`src/rtl/pio_pkg.sv`:
```
// Shared slot indices and control-bit positions for the polled port block.
package pio_pkg;
    localparam int NUM_SLOTS = 6;
    localparam int SLOT_DIN  = 0;   // received word
    localparam int SLOT_DOUT = 1;   // transmit word
    localparam int SLOT_DRSV = 2;   // reserved data slot, reads zero
    localparam int SLOT_CIN  = 3;   // receive control
    localparam int SLOT_COUT = 4;   // transmit control
    localparam int SLOT_CRSV = 5;   // reserved control slot, reads zero
    localparam int RDY_BIT = 0;
    localparam int OVR_BIT = 2;
    localparam int GO_BIT  = 0;
    localparam int FIN_BIT = 1;
endpackage

```
`src/rtl/pio_addr_decode.sv`:
```
// Address decoder: turns a bus word address into a one-hot slot select.
// Assumes slots sit at BASE + 2*i; odd or out-of-range addresses select nothing.
module pio_addr_decode #(
    parameter int ADDR_W = 16,
    parameter logic [ADDR_W-1:0] BASE = 16'hFF00
) (
    input  logic [ADDR_W-1:0]              addr,
    output logic [pio_pkg::NUM_SLOTS-1:0]  sel
);
    logic [ADDR_W-1:0] offs;

    // Offset from the base; addresses below the base wrap to a large value.
    always_comb offs = addr - BASE;

    for (genvar i = 0; i < pio_pkg::NUM_SLOTS; i++) begin : g_slot
        assign sel[i] = (offs == ADDR_W'(2 * i));
    end
endmodule

```
`src/rtl/pio_in_chan.sv`:
```
// Receive channel: captures a device word when the ready flag is free and
// flags overrun when a word arrives while it is still held.
// Assumes clr_wr is a decoded clearing write to the receive control slot.
module pio_in_chan #(
    parameter int DATA_W = 16
) (
    input  logic              clk,
    input  logic              rst_n,
    input  logic              in_valid,
    input  logic [DATA_W-1:0] in_data,
    input  logic              clr_wr,
    output logic [DATA_W-1:0] data_q,
    output logic              ready_q,
    output logic              ovr_q
);
    logic accept;

    // A word is taken when the slot is free or is being freed this cycle.
    always_comb accept = in_valid && (!ready_q || clr_wr);

    // Data capture and flag set/clear rules.
    always_ff @(posedge clk) begin
        if (!rst_n) begin
            data_q  <= '0;
            ready_q <= 1'b0;
            ovr_q   <= 1'b0;
        end else begin
            if (accept) data_q <= in_data;
            if (accept)      ready_q <= 1'b1;
            else if (clr_wr) ready_q <= 1'b0;
            if (clr_wr)                    ovr_q <= 1'b0;
            else if (in_valid && ready_q)  ovr_q <= 1'b1;
        end
    end


    overrun_needs_ready_chk: assert property (@(posedge clk) disable iff (!rst_n)
        ovr_q |-> ready_q);

    held_word_stable_chk: assert property (@(posedge clk) disable iff (!rst_n)
        (ready_q && !clr_wr) |=> $stable(data_q));

    ready_cause_chk: assert property (@(posedge clk) disable iff (!rst_n)
        $rose(ready_q) |-> $past(in_valid));
endmodule

```
`src/rtl/pio_sink_model.sv`:
```
// Slow sink model: after a start strobe, counts LAT cycles and then
// returns a one-cycle completion pulse. Assumes no start while counting.
module pio_sink_model #(
    parameter int LAT = 4
) (
    input  logic clk,
    input  logic rst_n,
    input  logic start,
    output logic done_q
);
    localparam int CNT_W = $clog2(LAT + 1);
    logic [CNT_W-1:0] cnt;

    // Latency counter and completion pulse.
    always_ff @(posedge clk) begin
        if (!rst_n) begin
            cnt    <= '0;
            done_q <= 1'b0;
        end else begin
            if (start)            cnt <= CNT_W'(LAT);
            else if (cnt != '0)   cnt <= cnt - 1'b1;
            done_q <= (cnt == CNT_W'(1));
        end
    end


    sink_count_range_chk: assert property (@(posedge clk) disable iff (!rst_n)
        cnt <= CNT_W'(LAT));

    sink_done_single_chk: assert property (@(posedge clk) disable iff (!rst_n)
        done_q |=> !done_q);
endmodule

```
`src/rtl/pio_out_chan.sv`:
```
// Transmit channel: start/done control bits, busy tracking and the start strobe.
// Assumes go_wr and clr_wr are decoded writes to the transmit control slot.
module pio_out_chan (
    input  logic clk,
    input  logic rst_n,
    input  logic go_wr,
    input  logic clr_wr,
    input  logic sink_done,
    output logic go_q,
    output logic fin_q,
    output logic busy_q,
    output logic strobe_q
);
    logic accept;

    // A start only counts when no transfer is outstanding.
    always_comb accept = go_wr && !busy_q;

    // Control bits, busy state and the strobe.
    always_ff @(posedge clk) begin
        if (!rst_n) begin
            go_q     <= 1'b0;
            fin_q    <= 1'b0;
            busy_q   <= 1'b0;
            strobe_q <= 1'b0;
        end else begin
            strobe_q <= accept;
            if (accept)         busy_q <= 1'b1;
            else if (sink_done) busy_q <= 1'b0;
            if (accept)      go_q <= 1'b1;
            else if (clr_wr) go_q <= 1'b0;
            if (sink_done)             fin_q <= 1'b1;
            else if (accept || clr_wr) fin_q <= 1'b0;
        end
    end


    strobe_single_chk: assert property (@(posedge clk) disable iff (!rst_n)
        strobe_q |=> !strobe_q);

    no_restart_chk: assert property (@(posedge clk) disable iff (!rst_n)
        busy_q |=> !strobe_q);

    fin_cause_chk: assert property (@(posedge clk) disable iff (!rst_n)
        $rose(fin_q) |-> $past(sink_done));
endmodule

```
`src/rtl/pio_port_block.sv`:
```
// Polled I/O port register block: bus slot decode, transmit data register,
// registered read mux, receive/transmit channels and the sink model.
// Assumes single-cycle bus writes and one-cycle read latency.
module pio_port_block #(
    parameter int DATA_W = 16,
    parameter int ADDR_W = 16,
    parameter logic [ADDR_W-1:0] BASE = 16'hFF00,
    parameter int SINK_LAT = 4
) (
    input  logic              clk,
    input  logic              rst_n,
    input  logic [ADDR_W-1:0] bus_addr,
    input  logic [DATA_W-1:0] bus_wdata,
    input  logic              bus_we,
    input  logic              bus_re,
    output logic [DATA_W-1:0] bus_rdata,
    input  logic              in_valid,
    input  logic [DATA_W-1:0] in_data,
    output logic              out_strobe,
    output logic [DATA_W-1:0] out_data,
    output logic              irq
);
    import pio_pkg::*;

    logic [NUM_SLOTS-1:0] sel;
    logic [DATA_W-1:0]    din_q, dout_q, rd_mux;
    logic                 ready_q, ovr_q, go_q, fin_q, busy_q, sink_done;
    logic                 in_clr_wr, out_go_wr, out_clr_wr;

    pio_addr_decode #(.ADDR_W(ADDR_W), .BASE(BASE)) u_dec (
        .addr(bus_addr), .sel(sel));

    // Decoded control writes split by the written bit 0.
    always_comb begin
        in_clr_wr  = bus_we && sel[SLOT_CIN]  && !bus_wdata[RDY_BIT];
        out_go_wr  = bus_we && sel[SLOT_COUT] &&  bus_wdata[GO_BIT];
        out_clr_wr = bus_we && sel[SLOT_COUT] && !bus_wdata[GO_BIT];
    end

    pio_in_chan #(.DATA_W(DATA_W)) u_in (
        .clk(clk), .rst_n(rst_n), .in_valid(in_valid), .in_data(in_data),
        .clr_wr(in_clr_wr), .data_q(din_q), .ready_q(ready_q), .ovr_q(ovr_q));

    pio_out_chan u_out (
        .clk(clk), .rst_n(rst_n), .go_wr(out_go_wr), .clr_wr(out_clr_wr),
        .sink_done(sink_done), .go_q(go_q), .fin_q(fin_q), .busy_q(busy_q),
        .strobe_q(out_strobe));

    pio_sink_model #(.LAT(SINK_LAT)) u_sink (
        .clk(clk), .rst_n(rst_n), .start(out_strobe), .done_q(sink_done));

    // Transmit data register written through its slot.
    always_ff @(posedge clk) begin
        if (!rst_n)                        dout_q <= '0;
        else if (bus_we && sel[SLOT_DOUT]) dout_q <= bus_wdata;
    end

    // Read mux over the mapped slots; reserved and unmapped read zero.
    always_comb begin
        rd_mux = '0;
        if (sel[SLOT_DIN])  rd_mux = din_q;
        if (sel[SLOT_DOUT]) rd_mux = dout_q;
        if (sel[SLOT_CIN]) begin
            rd_mux[RDY_BIT] = ready_q;
            rd_mux[OVR_BIT] = ovr_q;
        end
        if (sel[SLOT_COUT]) begin
            rd_mux[GO_BIT]  = go_q;
            rd_mux[FIN_BIT] = fin_q;
        end
    end

    // Registered read data, zero when no read was issued.
    always_ff @(posedge clk) begin
        if (!rst_n)      bus_rdata <= '0;
        else if (bus_re) bus_rdata <= rd_mux;
        else             bus_rdata <= '0;
    end

    assign out_data = dout_q;
    assign irq      = ready_q;


    sel_onehot_chk: assert property (@(posedge clk) disable iff (!rst_n)
        $onehot0(sel));

    rdata_idle_chk: assert property (@(posedge clk) disable iff (!rst_n)
        !bus_re |=> (bus_rdata == '0));

    irq_hold_chk: assert property (@(posedge clk) disable iff (!rst_n)
        (irq && !in_clr_wr) |=> irq);

    strobe_idle_chk: assert property (@(posedge clk) disable iff (!rst_n)
        out_strobe |-> go_q);
endmodule

```
`config.mk`:
```
export PLATFORM = sky130hd
export DESIGN_NAME = pio_port_block
export DESIGN_NICKNAME = d
export VERILOG_FILES = /design/src/rtl/pio_pkg.sv /design/src/rtl/pio_addr_decode.sv /design/src/rtl/pio_in_chan.sv /design/src/rtl/pio_sink_model.sv /design/src/rtl/pio_out_chan.sv /design/src/rtl/pio_port_block.sv
export SDC_FILE = /design/constraint.sdc
export NUM_CORES = 1
export LEC_CHECK = 0
export BUFFER_PORTS_ARGS = -buffer_cell sky130_fd_sc_hd__buf_2
export CAP_MARGIN = 25
export CORE_MARGIN = 3
export CORE_UTILIZATION = 54
export CTS_CLUSTER_DIAMETER = 200
export DETAILED_ROUTE_END_ITERATION = 16
export PLACE_DENSITY = 0.88
export RECOVER_POWER = 100
export SLEW_MARGIN = 25
export SYNTH_ARGS = -nofsm -noshare
export SYNTH_HDL_FRONTEND = slang
export SYNTH_SLANG_ARGS = --single-unit
export TNS_END_PERCENT = 50
```
`constraint.sdc`:
```
create_clock -name clk -period 6.6 [get_ports clk]
set_clock_uncertainty 0.05 [all_clocks]
set_input_delay 1.32 -clock clk [delete_from_list [all_inputs] [get_ports clk]]
set_output_delay 1.32 -clock clk [all_outputs]
set_load 0.03 [all_outputs]
```
# == Yosys cells after proc, flatten, opt, wreduce, memory -nomap -nowiden ==
# Cells that the tools add are included.
# op_classes
order_cmp,0
n_div,0
add_sub_neg,2
n_shift,0
eq_ne,4
n_bitwise,1
mux,15
reduce_logical,24
mul,0
# op_table
operator,count
16-bit two-way mux,2
"16-bit by 2-bit equality test with 1-bit output, second input constant",1
"16-bit by 3-bit equality test with 1-bit output, second input constant",1
"16-bit by 4-bit equality test with 1-bit output, second input constant",1
16-bit logical NOT,1
"16-bit subtractor, second input constant",1
1-bit two-way mux,10
2-bit nonzero test,5
1-bit logical AND,9
3-bit two-way mux,2
2-bit OR reduction,2
"3-bit by 1-bit equality test with 1-bit output, second input constant",1
1-bit logical NOT,3
3-bit nonzero test,1
"3-bit by 1-bit subtractor with 3-bit output, second input constant",1
1-bit logical OR,2
2-bit two-way mux,1
2-bit AND reduction,1
1-bit inverter,1
# word_totals
latch_bits,0
register_bits,58
in_bits,53
elab_cells,58
ram_bits,0
romBits,0
out_inout_bits,34
memories,0

# == Longest topological paths before layout ==
# depth
ltp_word,8
mapped_depth,7
depth_no_buf,5

# == By module ==
# Synthesis repeated with hierarchy kept, for this count alone.
# hier_totals
hier_cells,261
hier_area_um2,2408.6
# modules_own_cells
module,seq_area_each_um2,n_inst,area_per_inst_um2,cells_each
pio_port_block,640.6,1,1213.7,133
pio_in_chan,360.3,1,734.5,77
pio_sink_model,80.1,1,202.7,21
pio_out_chan,80.1,1,135.1,14
pio_addr_decode,0.0,1,122.6,16

# == Worst setup path after synthesis ==
# No wires, ideal clock.
# synth_path
path_kind,input -> register
startpoint,input port bus_addr[4]
endpoint,"register dout_q[0], in the netlist out_data[0]"
required_ns,6.418
arrival_ns,2.998
setup_slack_ns,3.420
path_buffers,3
setup_ns,0.132
cell_stages,7
path_cell_list,or4b_1 > buf_2 > or4_4 > buf_6 > buf_8 > o31ai_1 > a21oi_1
# synth_between
elab_chain_cells,3
# synth_rtl
element,line,rtl
"start, declared",pio_port_block.sv:12,"input logic [ADDR_W-1:0] bus_addr,"
16-bit subtractor,pio_addr_decode.sv:13,always_comb offs = addr - BASE;
16-bit by 2-bit equality test with 1-bit output,pio_addr_decode.sv:16,assign sel[i] = (offs == ADDR_W'(2 * i));
1-bit logical AND,pio_port_block.sv:55,else if (bus_we && sel[SLOT_DOUT]) dout_q <= bus_wdata;
"end signal, assigned",pio_port_block.sv:55,
"end, declared",pio_port_block.sv:26,"logic [DATA_W-1:0] din_q, dout_q, rd_mux;"
# Every way passes these cells.
# A chain may end at the register's enable or synchronous reset.

# == Worst setup path in the final report ==
# layout_path
startpoint,input port rst_n
endpoint,register bus_rdata[0]
# layout_between
elab_chain_cells,1
# layout_rtl
element,line,rtl
"start, declared",pio_port_block.sv:11,"input logic rst_n,"
2-bit AND reduction (no source line),--,
"end signal, assigned",pio_port_block.sv:76,else if (bus_re) bus_rdata <= rd_mux;
"end, declared",pio_port_block.sv:16,"output logic [DATA_W-1:0] bus_rdata,"
# Every way passes these cells.

==> impl_metrics.toml <==
[status]
outcome = "finished, violations left"
violations = "max-capacitance violations, max-slew violations"

[placed_design]
dp_hpwl_mm = 4.38
port_buffers = 86
gp_congestion = 0.853
place_area_mm2 = 0.00294

[synthesis]
synth.distinct_cells = 40
netlist_area_mm2 = 0.00256
synth_edf_count = 0
netlist_instances = 294
async_flop_share_pct = 0
ys_warn_count = 0
ys.flop_type = "dfxtp_1"
syn_nets = 350
ys_seq_elements = 58
syn_avg_cell_area_um2 = 8.72
ys_seq_area_share_pct = 45.3

[worst_setup_path]
cp_slowest_cell = "clkbuf_1"
r2r_start = "u_in.ready_q"
cp-startpoint = "rst_n"
crit_family = "buffers and inverters"
crit_buf_inv = 1
critPathArrivalTime_ns = 3.90
worstSetupEndpointType = "flop"
required_ns = 6.82
r2r_cells = 3
path_cells = "clkbuf_1 -> nand2_1 -> a31o_2 -> a21oi_1"
worst-setup-path-type = "in2reg"
path_max_fanout = 40
worst_path_largest_cell_delay_ns = 1.14
cp_num_cells = 4
start_kind = "input port"

[sta]
worst_slew_pin_slew_ns = 1.61
timing.final.crit_share_pct = 55.8
period_needed_ns = 3.68
max_freq_mhz = 271
finalSetupTns_ns = 0
hold_viol_final = 0
maxSlewViolCount = 41
setup_violations = 0
slew_headroom_pct = -7.38
rsz0062_at_grt = "no"

[drt]
drc = 0
dr_total_vias = 2491
wl_mm = 6.57
vias_per_cell = 5.90
drt-initial-drc-count = 236
wl_per_cell_um = 15.6
drtPass1Iterations = 4
detail-route-antenna-nets = 0

[pwr]
power_mw = 0.842
p_comb_share_pct = 11.4
max-vdd-ir-drop_mv = 0.155
clockPowerShare_pct = 43.7
cellPowerDensity_mw_per_mm2 = 270
p_switching_mw = 0.210
leakage_nw = 1.18
p_int_mw = 0.632
power_frac_seq_pct = 44.9
switching_share_pct = 24.9

[clock_network]
cts-root-buf = "clkbuf_8"
post_cts_buffers = 0
tritoncts = "yes"
ctsLongestPathBuffers = 2
htreeDepth = 3
cts_hold_buf = 0
clk_pin_slew_worst_paths_ns = 0.07
cts_resized = 0
clock_latency_ns = 0.35
cts-buffers-inserted = 9
cts_sinks = 58

[global_route]
antenna_found_initial = 0
grt_max_degree = 41
grt_pass1_vias = 2331
grt_usage_pct = 24.5
overflow = 0
grt_pass1_wl_mm = 10.5

[worst_hold_path]
hp-class = "reg2reg"
hp-start = "u_sink.cnt[2]"
min_path_cells = 1

[cells_and_area]
final_cell_mix = "dfxtp_1, buf_2, nand2_1, clkbuf_1, a21oi_1"
layout_commonest_cell = "dfxtp_1"
fin_area_mm2 = 0.00311
diodes = 0
layout-drive-gt1-share_pct = 20.0
final_nets = 421
area_delta_synth_final_pct = 21.5
fillCellCount = 386

[floorplanning]
chipHeight_um = 74.9
die_area_mm2 = 0.00561
floorplan.initialDensity_pct = 57.3
core_mm2 = 0.00447
fp-row-count = 24
die_w_um = 74.9
ioPinCount = 87

[run]
maxCapViolCount = 1
power groups by stage:
| stage | sequential, mW | clock, mW | combinational [mW] |
|---|---|---|---|
| after CTS | 0.378 | 0.372 | 0.0959 |
| after global placement | 0.385 | 0 | 0.0909 |
| after floorplan | 0.384 | 0 | 0.0673 |
| after detailed placement | 0.386 | 0 | 0.0949 |
| final | 0.378 | 0.368 | 0.0960 |
| after global routing | 0.381 | 0.386 | 0.109 |
through the flow:
stage,worst slack [ns],hold slack [ns],std cells,utilization [%]
after floorplan,3.42,0.367,294,-
after global placement,3.16,0.385,406,65.7
after CTS,3.41,0.404,422,70.8
final,2.92,0.409,422,69.6
after global routing,2.69,0.434,422,69.6
after detailed placement,3.04,0.384,406,65.7
layout make-up:
type                            count  area [um2]  share of cell area, %
Multi-Input combinational cell    200        1240                   39.7
Sequential cell                    58        1160                   37.3
Timing Repair Buffer               88         394                   12.7
Clock buffer                       10         138                   4.42
Clock inverter                      6        90.1                   2.89
Tap cell                           52        65.1                   2.09
Inverter                            8        30.0                  0.964
cells in the mapped netlist (4+ instances only):
master	count	area (um2)
a21oi_1	35	175
buf_2	9	45.0
clkbuf_1	16	60.1
dfxtp_1	58	1160
inv_1	8	30.0
mux2i_1	17	170
nand2_1	40	150
nand2b_1	4	25.0
nand3_1	15	75.1
nand4_1	32	200
nor2_1	4	15.0
nor3_1	5	25.0
o31ai_1	16	120
state kept, by name, indices dropped and copies added (netlist names):
signal / flops
u_sink.cnt: 3
u_in.data_q: 16
out_data: 16
u_out.go_q: 1
bus_rdata: 16
u_out.fin_q: 1
u_in.ready_q: 1
u_in.ovr_q: 1
u_out.strobe_q: 1
u_sink.done_q: 1
u_out.busy_q: 1
per-layer routing:
metal / vias to the layer above / global-route usage [%] / share of wire, %
li1: 1218 / - / -
met1: 1155 / 29.2 / 42
met2: 108 / 41.4 / 49
met3: 10 / 8.81 / 8.6
met4: 0 / 7.11 / 0.96
met5: - / 0 / 0
logic make-up after synthesis:
family / share of synthesized area, %
xor gates and xnor gates: 0.342
muxes: 6.64
buffers and inverters: 6.59
adders and majority gates: 1.46
AOI/OAI and AO/OA: 16.0
DFF: 45.3
and+or+nand+nor: 23.7
worst paths after layout:
path,endpoint,slack [ns]
setup / recovery,bus_rdata[0],2.92
hold / removal,u_sink.done_q,0.41
setup reg to reg,u_in.data_q[6],4.99
hold reg to reg,u_sink.done_q,0.41
(Power assumes the default switching activity.)
